==> src/rtl/dbg_unlock_pkg.sv <==
package dbg_unlock_pkg;
  typedef enum logic [1:0] {
    LVL_FULL     = 2'd0,
    LVL_RESTRICT = 2'd1,
    LVL_DISABLED = 2'd2,
    LVL_RSVD     = 2'd3
  } lvl_e;

  typedef enum logic [1:0] {
    OP_PREPROG = 2'd0,
    OP_ERASE   = 2'd1,
    OP_VERIFY  = 2'd2,
    OP_PROGRAM = 2'd3
  } fop_e;

  typedef enum logic [1:0] {
    ST_PRE = 2'd0,
    ST_ERS = 2'd1,
    ST_REC = 2'd2,
    ST_WR  = 2'd3
  } stage_e;

  typedef enum logic [1:0] {
    PH_IDLE  = 2'd0,
    PH_ISSUE = 2'd1,
    PH_WAIT  = 2'd2
  } phase_e;
endpackage

==> src/rtl/dbg_level_reg.sv <==
module dbg_level_reg
  import dbg_unlock_pkg::*;
#(
  parameter int HAS_DISABLE = 1
) (
  input  logic       clk,
  input  logic       rst_n,
  input  logic       req_valid,
  input  logic [1:0] req_level,
  input  logic       seq_ok,
  input  logic       seq_err,
  output logic       start,
  output logic [1:0] level,
  output logic       busy,
  output logic       done,
  output logic       error
);
  logic       dis_ok;
  lvl_e       lvl_q, lvl_n;
  logic       busy_q, busy_n;
  logic       done_q, err_q;

  generate
    if (HAS_DISABLE != 0) begin : g_dis
      assign dis_ok = 1'b1;
    end else begin : g_nodis
      assign dis_ok = 1'b0;
    end
  endgenerate

  always_comb begin
    start  = 1'b0;
    lvl_n  = lvl_q;
    busy_n = busy_q;
    if (busy_q) begin
      if (seq_ok) begin
        lvl_n  = LVL_FULL;
        busy_n = 1'b0;
      end else if (seq_err) begin
        busy_n = 1'b0;
      end
    end else if (req_valid) begin
      unique case (lvl_q)
        LVL_RESTRICT: begin
          if (req_level == LVL_FULL) begin
            start  = 1'b1;
            busy_n = 1'b1;
          end else if (req_level == LVL_DISABLED && dis_ok) begin
            lvl_n = LVL_DISABLED;
          end
        end
        LVL_FULL: begin
          if (req_level == LVL_RESTRICT) begin
            lvl_n = LVL_RESTRICT;
          end else if (req_level == LVL_DISABLED && dis_ok) begin
            lvl_n = LVL_DISABLED;
          end
        end
        default: ;
      endcase
    end
  end

  always_ff @(posedge clk) begin
    if (!rst_n) begin
      lvl_q  <= LVL_RESTRICT;
      busy_q <= 1'b0;
      done_q <= 1'b0;
      err_q  <= 1'b0;
    end else begin
      lvl_q  <= lvl_n;
      busy_q <= busy_n;
      done_q <= busy_q & seq_ok;
      err_q  <= busy_q & seq_err & ~seq_ok;
    end
  end

  assign level = lvl_q;
  assign busy  = busy_q;
  assign done  = done_q;
  assign error = err_q;
endmodule

==> src/rtl/dbg_erase_seq.sv <==
module dbg_erase_seq
  import dbg_unlock_pkg::*;
#(
  parameter int MAIN_WORDS = 256,
  parameter int CFG_WORDS  = 8,
  parameter int RETRY_MAX  = 16,
  parameter int ADDR_W     = 8
) (
  input  logic              clk,
  input  logic              rst_n,
  input  logic              start,
  output logic              cmd_valid,
  input  logic              cmd_ready,
  output logic [1:0]        cmd_op,
  output logic              cmd_region,
  output logic [ADDR_W-1:0] cmd_addr,
  input  logic              fl_done,
  input  logic              fl_pass,
  output logic              fin_ok,
  output logic              fin_err
);
  localparam int RW = $clog2(RETRY_MAX + 1);
  localparam logic [ADDR_W-1:0] MAIN_LAST = ADDR_W'(MAIN_WORDS - 1);
  localparam logic [ADDR_W-1:0] CFG_LAST  = ADDR_W'(CFG_WORDS - 1);
  localparam logic [RW-1:0]     TRY_LIM   = RW'(RETRY_MAX);

  phase_e            ph_q, ph_n;
  stage_e            st_q, st_n;
  fop_e              op_q, op_n;
  logic              rg_q, rg_n;
  logic [ADDR_W-1:0] ad_q, ad_n;
  logic [RW-1:0]     tr_q, tr_n;
  logic              at_last;

  assign at_last = (ad_q == (rg_q ? CFG_LAST : MAIN_LAST));

  always_comb begin
    ph_n    = ph_q;
    st_n    = st_q;
    op_n    = op_q;
    rg_n    = rg_q;
    ad_n    = ad_q;
    tr_n    = tr_q;
    fin_ok  = 1'b0;
    fin_err = 1'b0;
    unique case (ph_q)
      PH_IDLE: begin
        if (start) begin
          ph_n = PH_ISSUE;
          st_n = ST_PRE;
          op_n = OP_PREPROG;
          rg_n = 1'b0;
          ad_n = '0;
          tr_n = '0;
        end
      end
      PH_ISSUE: begin
        if (cmd_ready) ph_n = PH_WAIT;
      end
      PH_WAIT: begin
        if (fl_done) begin
          ph_n = PH_ISSUE;
          unique case (st_q)
            ST_PRE: begin
              if (at_last) begin
                st_n = ST_ERS;
                op_n = OP_ERASE;
                ad_n = '0;
              end else begin
                ad_n = ad_q + 1'b1;
              end
            end
            ST_ERS: begin
              st_n = ST_REC;
              op_n = OP_VERIFY;
              ad_n = '0;
              tr_n = '0;
            end
            ST_REC: begin
              if (op_q == OP_PROGRAM) begin
                op_n = OP_VERIFY;
              end else if (fl_pass) begin
                tr_n = '0;
                if (!at_last) begin
                  ad_n = ad_q + 1'b1;
                end else if (!rg_q) begin
                  rg_n = 1'b1;
                  st_n = ST_PRE;
                  op_n = OP_PREPROG;
                  ad_n = '0;
                end else begin
                  st_n = ST_WR;
                  op_n = OP_PROGRAM;
                  ad_n = '0;
                end
              end else if (tr_q == TRY_LIM) begin
                fin_err = 1'b1;
                ph_n    = PH_IDLE;
              end else begin
                op_n = OP_PROGRAM;
                tr_n = tr_q + 1'b1;
              end
            end
            default: begin
              if (op_q == OP_PROGRAM) begin
                op_n = OP_VERIFY;
              end else if (!fl_pass) begin
                fin_err = 1'b1;
                ph_n    = PH_IDLE;
              end else if (at_last) begin
                fin_ok = 1'b1;
                ph_n   = PH_IDLE;
              end else begin
                ad_n = ad_q + 1'b1;
                op_n = OP_PROGRAM;
              end
            end
          endcase
        end
      end
      default: ph_n = PH_IDLE;
    endcase
  end

  always_ff @(posedge clk) begin
    if (!rst_n) begin
      ph_q <= PH_IDLE;
      st_q <= ST_PRE;
      op_q <= OP_PREPROG;
      rg_q <= 1'b0;
      ad_q <= '0;
      tr_q <= '0;
    end else begin
      ph_q <= ph_n;
      st_q <= st_n;
      op_q <= op_n;
      rg_q <= rg_n;
      ad_q <= ad_n;
      tr_q <= tr_n;
    end
  end

  assign cmd_valid  = (ph_q == PH_ISSUE);
  assign cmd_op     = op_q;
  assign cmd_region = rg_q;
  assign cmd_addr   = ad_q;
endmodule

==> src/rtl/dbg_unlock_seq.sv <==
module dbg_unlock_seq #(
  parameter int MAIN_WORDS  = 256,
  parameter int CFG_WORDS   = 8,
  parameter int RETRY_MAX   = 16,
  parameter int HAS_DISABLE = 1,
  parameter int WORDS_MAX   = (MAIN_WORDS > CFG_WORDS) ? MAIN_WORDS : CFG_WORDS,
  parameter int ADDR_W      = (WORDS_MAX > 1) ? $clog2(WORDS_MAX) : 1
) (
  input  logic              clk,
  input  logic              rst_n,
  input  logic              req_valid,
  input  logic [1:0]        req_level,
  output logic              cmd_valid,
  input  logic              cmd_ready,
  output logic [1:0]        cmd_op,
  output logic              cmd_region,
  output logic [ADDR_W-1:0] cmd_addr,
  input  logic              fl_done,
  input  logic              fl_pass,
  output logic [1:0]        level,
  output logic              busy,
  output logic              done,
  output logic              error
);
  logic start, seq_ok, seq_err;

  dbg_level_reg #(
    .HAS_DISABLE(HAS_DISABLE)
  ) u_level (
    .clk      (clk),
    .rst_n    (rst_n),
    .req_valid(req_valid),
    .req_level(req_level),
    .seq_ok   (seq_ok),
    .seq_err  (seq_err),
    .start    (start),
    .level    (level),
    .busy     (busy),
    .done     (done),
    .error    (error)
  );

  dbg_erase_seq #(
    .MAIN_WORDS(MAIN_WORDS),
    .CFG_WORDS (CFG_WORDS),
    .RETRY_MAX (RETRY_MAX),
    .ADDR_W    (ADDR_W)
  ) u_seq (
    .clk       (clk),
    .rst_n     (rst_n),
    .start     (start),
    .cmd_valid (cmd_valid),
    .cmd_ready (cmd_ready),
    .cmd_op    (cmd_op),
    .cmd_region(cmd_region),
    .cmd_addr  (cmd_addr),
    .fl_done   (fl_done),
    .fl_pass   (fl_pass),
    .fin_ok    (seq_ok),
    .fin_err   (seq_err)
  );
endmodule

==> config.mk <==
export PLATFORM = sky130hd
export DESIGN_NAME = dbg_unlock_seq
export DESIGN_NICKNAME = d
export VERILOG_FILES = /design/src/rtl/dbg_unlock_pkg.sv /design/src/rtl/dbg_level_reg.sv /design/src/rtl/dbg_erase_seq.sv /design/src/rtl/dbg_unlock_seq.sv
export SDC_FILE = /design/constraint.sdc
export NUM_CORES = 1
export LEC_CHECK = 0
export BUFFER_PORTS_ARGS = -buffer_cell sky130_fd_sc_hd__buf_2
export CORE_UTILIZATION = 47
export DETAILED_ROUTE_END_ITERATION = 8
export GPL_ROUTABILITY_DRIVEN = 0
export PLACE_DENSITY = 0.68
export SLEW_MARGIN = 20
export SYNTH_ARGS = -nofsm -noshare
export SYNTH_HDL_FRONTEND = slang
export SYNTH_SLANG_ARGS = --single-unit
==> constraint.sdc <==
create_clock -name clk -period 6.6 [get_ports clk]
set_clock_uncertainty 0.2 [all_clocks]
set_input_delay 0.99 -clock clk [delete_from_list [all_inputs] [get_ports clk]]
set_output_delay 0.99 -clock clk [all_outputs]
set_load 0.005 [all_outputs]
Yosys cells after proc, flatten, opt, wreduce, memory -nomap -nowiden
Cells that the tools add are included.
{ "classes": {"n_addsub": 2, "n_eq_ne": 33, "mux": 82, "bitwise_logic": 4, "n_reduce_logical": 16} }
{ "op_table": {"columns": ["cell", "count"], "rows": [
  ["8-bit 2-to-1 mux", 9],
  ["2-bit 2-to-1 mux", 27],
  ["1-bit 2-to-1 mux", 28],
  ["5-bit 2-to-1 mux", 5],
  ["8-bit one-hot mux with 3 select lines", 1],
  ["8-bit AND reduction", 3],
  ["5-bit one-hot mux with 2 select lines", 2],
  ["2-bit one-hot mux with 3 select lines", 3],
  ["2-bit one-hot mux with 2 select lines", 4],
  ["8-bit one-hot mux with 2 select lines", 1],
  ["3-bit by 2-bit != test with 1-bit output (second input constant)", 3],
  ["8-bit by 1-bit adder with 8-bit output (second input constant)", 1],
  ["2-bit by 1-bit equality test with 1-bit output (second input constant)", 4],
  ["2-bit equality test (second input constant)", 4],
  ["8-bit equality test", 1],
  ["2-bit zero test", 4],
  ["2-bit by 1-bit != test with 1-bit output (second input constant)", 4],
  ["2-bit != test (second input constant)", 4],
  ["4-bit != test (second input constant)", 2],
  ["7-bit AND reduction", 1],
  ["3-bit != test (second input constant)", 2],
  ["6-bit by 2-bit != test with 1-bit output (second input constant)", 1],
  ["6-bit != test (second input constant)", 1],
  ["6-bit AND reduction", 1],
  ["other kinds (17)", 21]
]} }
{ "word_totals": {"register_bits": 25, "output_inout_bits": 17, "wordCells": 147} }

Longest topological paths before layout
{ "depth": {"ltp_word": 10, "ltp_mapped": 9, "mapped_depth_nobuf": 8} }

Hierarchy
Synthesis repeated with hierarchy kept, for this count alone.
{ "hier_totals": {"cells_unflattened": 199, "area_unflattened_um2": 1651.6} }
{ "modules_own_cells": {"columns": ["module", "instances", "cells_each", "area_per_inst_um2"], "rows": [
  ["dbg_erase_seq", 1, 176, 1417.6],
  ["dbg_level_reg", 1, 23, 234.0]
]} }

Worst setup path after synthesis
OpenSTA, ideal clock, no wires.
{ "synth_path": {"path_kind": "input to register", "from": "input port req_level[0]", "to": "register u_seq.ad_q[3] (netlist: u_seq.cmd_addr[3])", "setup_time_ns": 0.070, "t_arrival_ns": 2.506, "required_time_ns": 6.330, "setup_slack_ns": 3.824, "path_stages": 7, "n_path_buf": 1, "path_cell_list": "nor4b_2 -> nand3_1 -> a21oi_1 -> o21ai_1 -> buf_2 -> or3_2 -> a21oi_1"} }
{ "synth_between": {"elab_chain_cells": 7} }
{ "synth_rtl": {"columns": ["item", "line", "rtl"], "rows": [
  ["start, declared", "dbg_unlock_seq.sv:12", "input logic [1:0] req_level,"],
  ["2-bit zero test", "dbg_level_reg.sv:45", "if (req_level == LVL_FULL) begin"],
  ["1-bit 2-to-1 mux", "dbg_level_reg.sv:45", null],
  ["1-bit 2-to-1 mux", "dbg_level_reg.sv:43", "unique case (lvl_q)"],
  ["1-bit 2-to-1 mux", "dbg_level_reg.sv:42", "end else if (req_valid) begin"],
  ["1-bit 2-to-1 mux", "dbg_level_reg.sv:35", "if (busy_q) begin"],
  ["2-bit != test (no line)", null, null],
  ["8-bit AND reduction (no line)", null, null],
  ["end signal, assigned", "dbg_erase_seq.sv:138", "ad_q <= ad_n;"],
  ["end, declared", "dbg_erase_seq.sv:31", "logic [ADDR_W-1:0] ad_q, ad_n;"]
]} }
Every way passes these cells.
A chain may end at the register's enable or synchronous reset.

Worst setup path in the final report
{ "layout_path": {"from": "input port req_level[0]", "to": "register u_seq.ad_q[6] (netlist: u_seq.cmd_addr[6])"} }
The elaborated chain is that of the path after synthesis.

==> summary.txt <==
Status: complete, no violations
Library cell appearing most often on the critical path: a21oi_1
Total setup buffers inserted after CTS: 0
Post-route cell area: 1700 um^2
Proportion of layout cells with a drive suffix above 1: 0.173
Category of the worst setup path launch point: input port
Area of the multi-input gates: 951 um^2
Post-synthesis register bit count: 25
Synthesized Nets: 205
Hold Path Cell Cnt: 2
Highest-delay cell along the critical path: or4_1
Sequential share of the synthesized area: 0.330
Seq. cell area: 500 um^2
Post-Synthesis Cell Area: 1520 um^2
Aggregate global-route resource usage: 0.212
Final Max Slew Viols: 0
WL/cell: 13.5 um
Pin count of the biggest net entering global routing: 17
Final HPWL DP: 2630 um
Core Box Area: 3050 um^2
Standard cell area after detailed placement: 1680 um^2
Number of gates resized after cts: 0
Number of buffers created by CTS: 3
Die width: 58.8 um
Final-report hold violation count: 0
Required time of the critical path: 6.65 ns
Reg2reg path depth: 8
Async set or reset register ratio after synthesis: 0
Max-Slew Margin vs Limit: 0.450
Starting density of the core: 0.497
Worst-Skew Late Latency: 0.32 ns
Total via count in the routed design: 1469
Area contributors post-synth: dfxtp_1, ha_1, nor2_1, a21oi_1, nand2_1
Total wirelength of the detailed-routed design: 3480 um
Kind of critical path: in -> reg
Global-route wire length before repair: 5620 um
Boundary pin count: 25
Maximum buffer depth of the clock tree: 2
Core Rows: 20
Tightest Hold Check Type: reg -> reg
Starting DRT DRC Count: 72
Maxcap violations: 0
Actual slew at the worst max-slew pin: 0.819 ns
H-Tree Level Count: 1
Unrepaired setup endpoints after global routing: no
Post-route DRC: 0
Shortest period the worst path allows: 2.96 ns
Nets@finish: 230
Vias in the first global route: 1292
Buffers on Ports: 24
Maximum clock frequency: 0.338 GHz
Remaining global-route overflow: 0
Antenna violations before repair: 0
Clock slew at reported path FFs: 0.13 ns
Number of vias per cell after detailed routing: 5.69
Avg Inst Size Synth: 7.98 um^2
Worst vdd ir: 0.0717 mV
Cells along the critical path: buf_2 > nor4b_2 > nand3_1 > a21oi_1 > o21ai_1 > or4_1 > a21oi_1
Worst path arrival time: 3.01 ns
Worst-path fanout max: 13
Final count of negative-setup-slack endpoints: 0
Slowest stage delay, CP: 0.57 ns
Area leader, netlist: dfxtp_1
Antenna-violating nets left: 0
Fin Setup TNS: 0 ns
Yosys warning total: 0
Power per unit of standard cell area: 146 nW/um^2
Main flop type after synthesis: dfxtp_1
Antenna cells: 0
Count of TritonRoute iterations in the first routing pass: 4
Post-Synthesis Cells: 190
Distinct cells, synth: 44
Post-cts hold buffer count: 0
Area of the die: 3460 um^2
Fill cell instance count of the final layout: 321
CTS Sinks: 25
Top-area cell type share of the netlist area: 0.330
Crit share post-route: 0.449
Y dimension of the die: 58.8 um
Count of flip-flops with a built-in enable after synthesis: 0
Root cell of the clock tree: clkbuf_4
Layout overhead on the synthesized area: 12.2%
Leakage power figure: 0.696 nW
Clock tree from TritonCTS: yes
Capturing element type of the critical path: register
## state kept, by name (all words and copies together), names as in the netlist
name              cells
u_seq.cmd_addr        8
u_seq.tr_q            5
u_level.level         2
u_seq.cmd_op          2
u_seq.ph_q            2
u_seq.st_q            2
u_level.busy          1
u_level.done          1
u_level.error         1
u_seq.cmd_region      1
## kinds of logic (layout without fill, tap and decap cells)
family / count (synthesis) / after routing / synth area share
AND/OR/NAND/NOR: 80 / 80 / 0.281
multiplexers: 4 / 4 / 0.0272
flip-flops: 25 / 25 / 0.330
XOR/XNOR: 2 / 2 / 0.0116
AO/OA/AOI/OAI: 55 / 55 / 0.250
buffers and inverters: 17 / 41 / 0.0429
adder cells (fa/ha/maj): 7 / 7 / 0.0578
## per-layer routing
metal	global-route usage	part of all wire	wire [um]
met1	0.290	0.47	1630
met2	0.341	0.47	1620
met3	0.0220	0.045	157
met4	0.0850	0.020	71
met5	0	0	0
## synth_stat cells (5+ instances only)
master / count
dfxtp_1: 25
nor2_1: 19
nand2_1: 17
a21oi_1: 14
inv_1: 12
nand3_1: 12
nor2b_1: 8
ha_1: 7
o21ai_0: 7
nand2b_1: 5
or4_1: 5
## cell usage in the layout (no fill, tap or decap), types with 3 or more instances in the layout
cell and count:
or4_1 5, a31oi_1 3, nand2b_1 5, o22ai_1 3, mux2i_1 3, nor2b_1 8
nand4_1 3, a21oi_1 14, ha_1 7, dfxtp_1 25, o211ai_1 3, nor2_1 19
o21ai_0 7, nand3_1 12, buf_2 24, clkbuf_4 3, o211a_1 3, nand2_1 17
a21o_1 3, inv_1 12, a21boi_0 3
## final cells by class
type | instances | area share
Multi-Input combinational cell | 148 | 0.559
Sequential cell | 25 | 0.294
Inverter | 13 | 0.0287
Tap cell | 44 | 0.0324
Timing Repair Buffer | 24 | 0.0706
Clock buffer | 4 | 0.0154
## worst paths after layout
check | startpoint | endpoint | slack (ns)
min | u_seq.cmd_op[1] | u_seq.cmd_op[1] | 0.32
min reg2reg | u_seq.cmd_op[1] | u_seq.cmd_op[1] | 0.32
max | req_level[0] | u_seq.cmd_addr[6] | 3.64
max reg2reg | u_seq.st_q[0] | u_seq.cmd_addr[6] | 3.67
## worst max-delay path, delay by kind of cell
family          cells  cell delay (ns)
simple gates        3             1.19
compound gates      3             0.73
buf+inv             1             0.11
## through the flow
step,power (W),instances,util,hold WS (ns),worst slack (ns)
floorplan,0.000174,190,-,0.276,3.82
global placement,0.000183,254,0.549,0.291,3.48
detailed placement,0.000183,254,0.549,0.305,3.33
CTS,0.000253,258,0.557,0.324,3.67
global route,0.000263,258,0.557,0.347,3.45
finish,0.000249,258,0.557,0.321,3.64
## power breakdown
group          switching, W  total (W)  internal [W]
clock network     0.0000450  0.0000686     0.0000236
registers        0.00000331   0.000156      0.000153
logic             0.0000140  0.0000236    0.00000965
(Power assumes the default switching activity.)
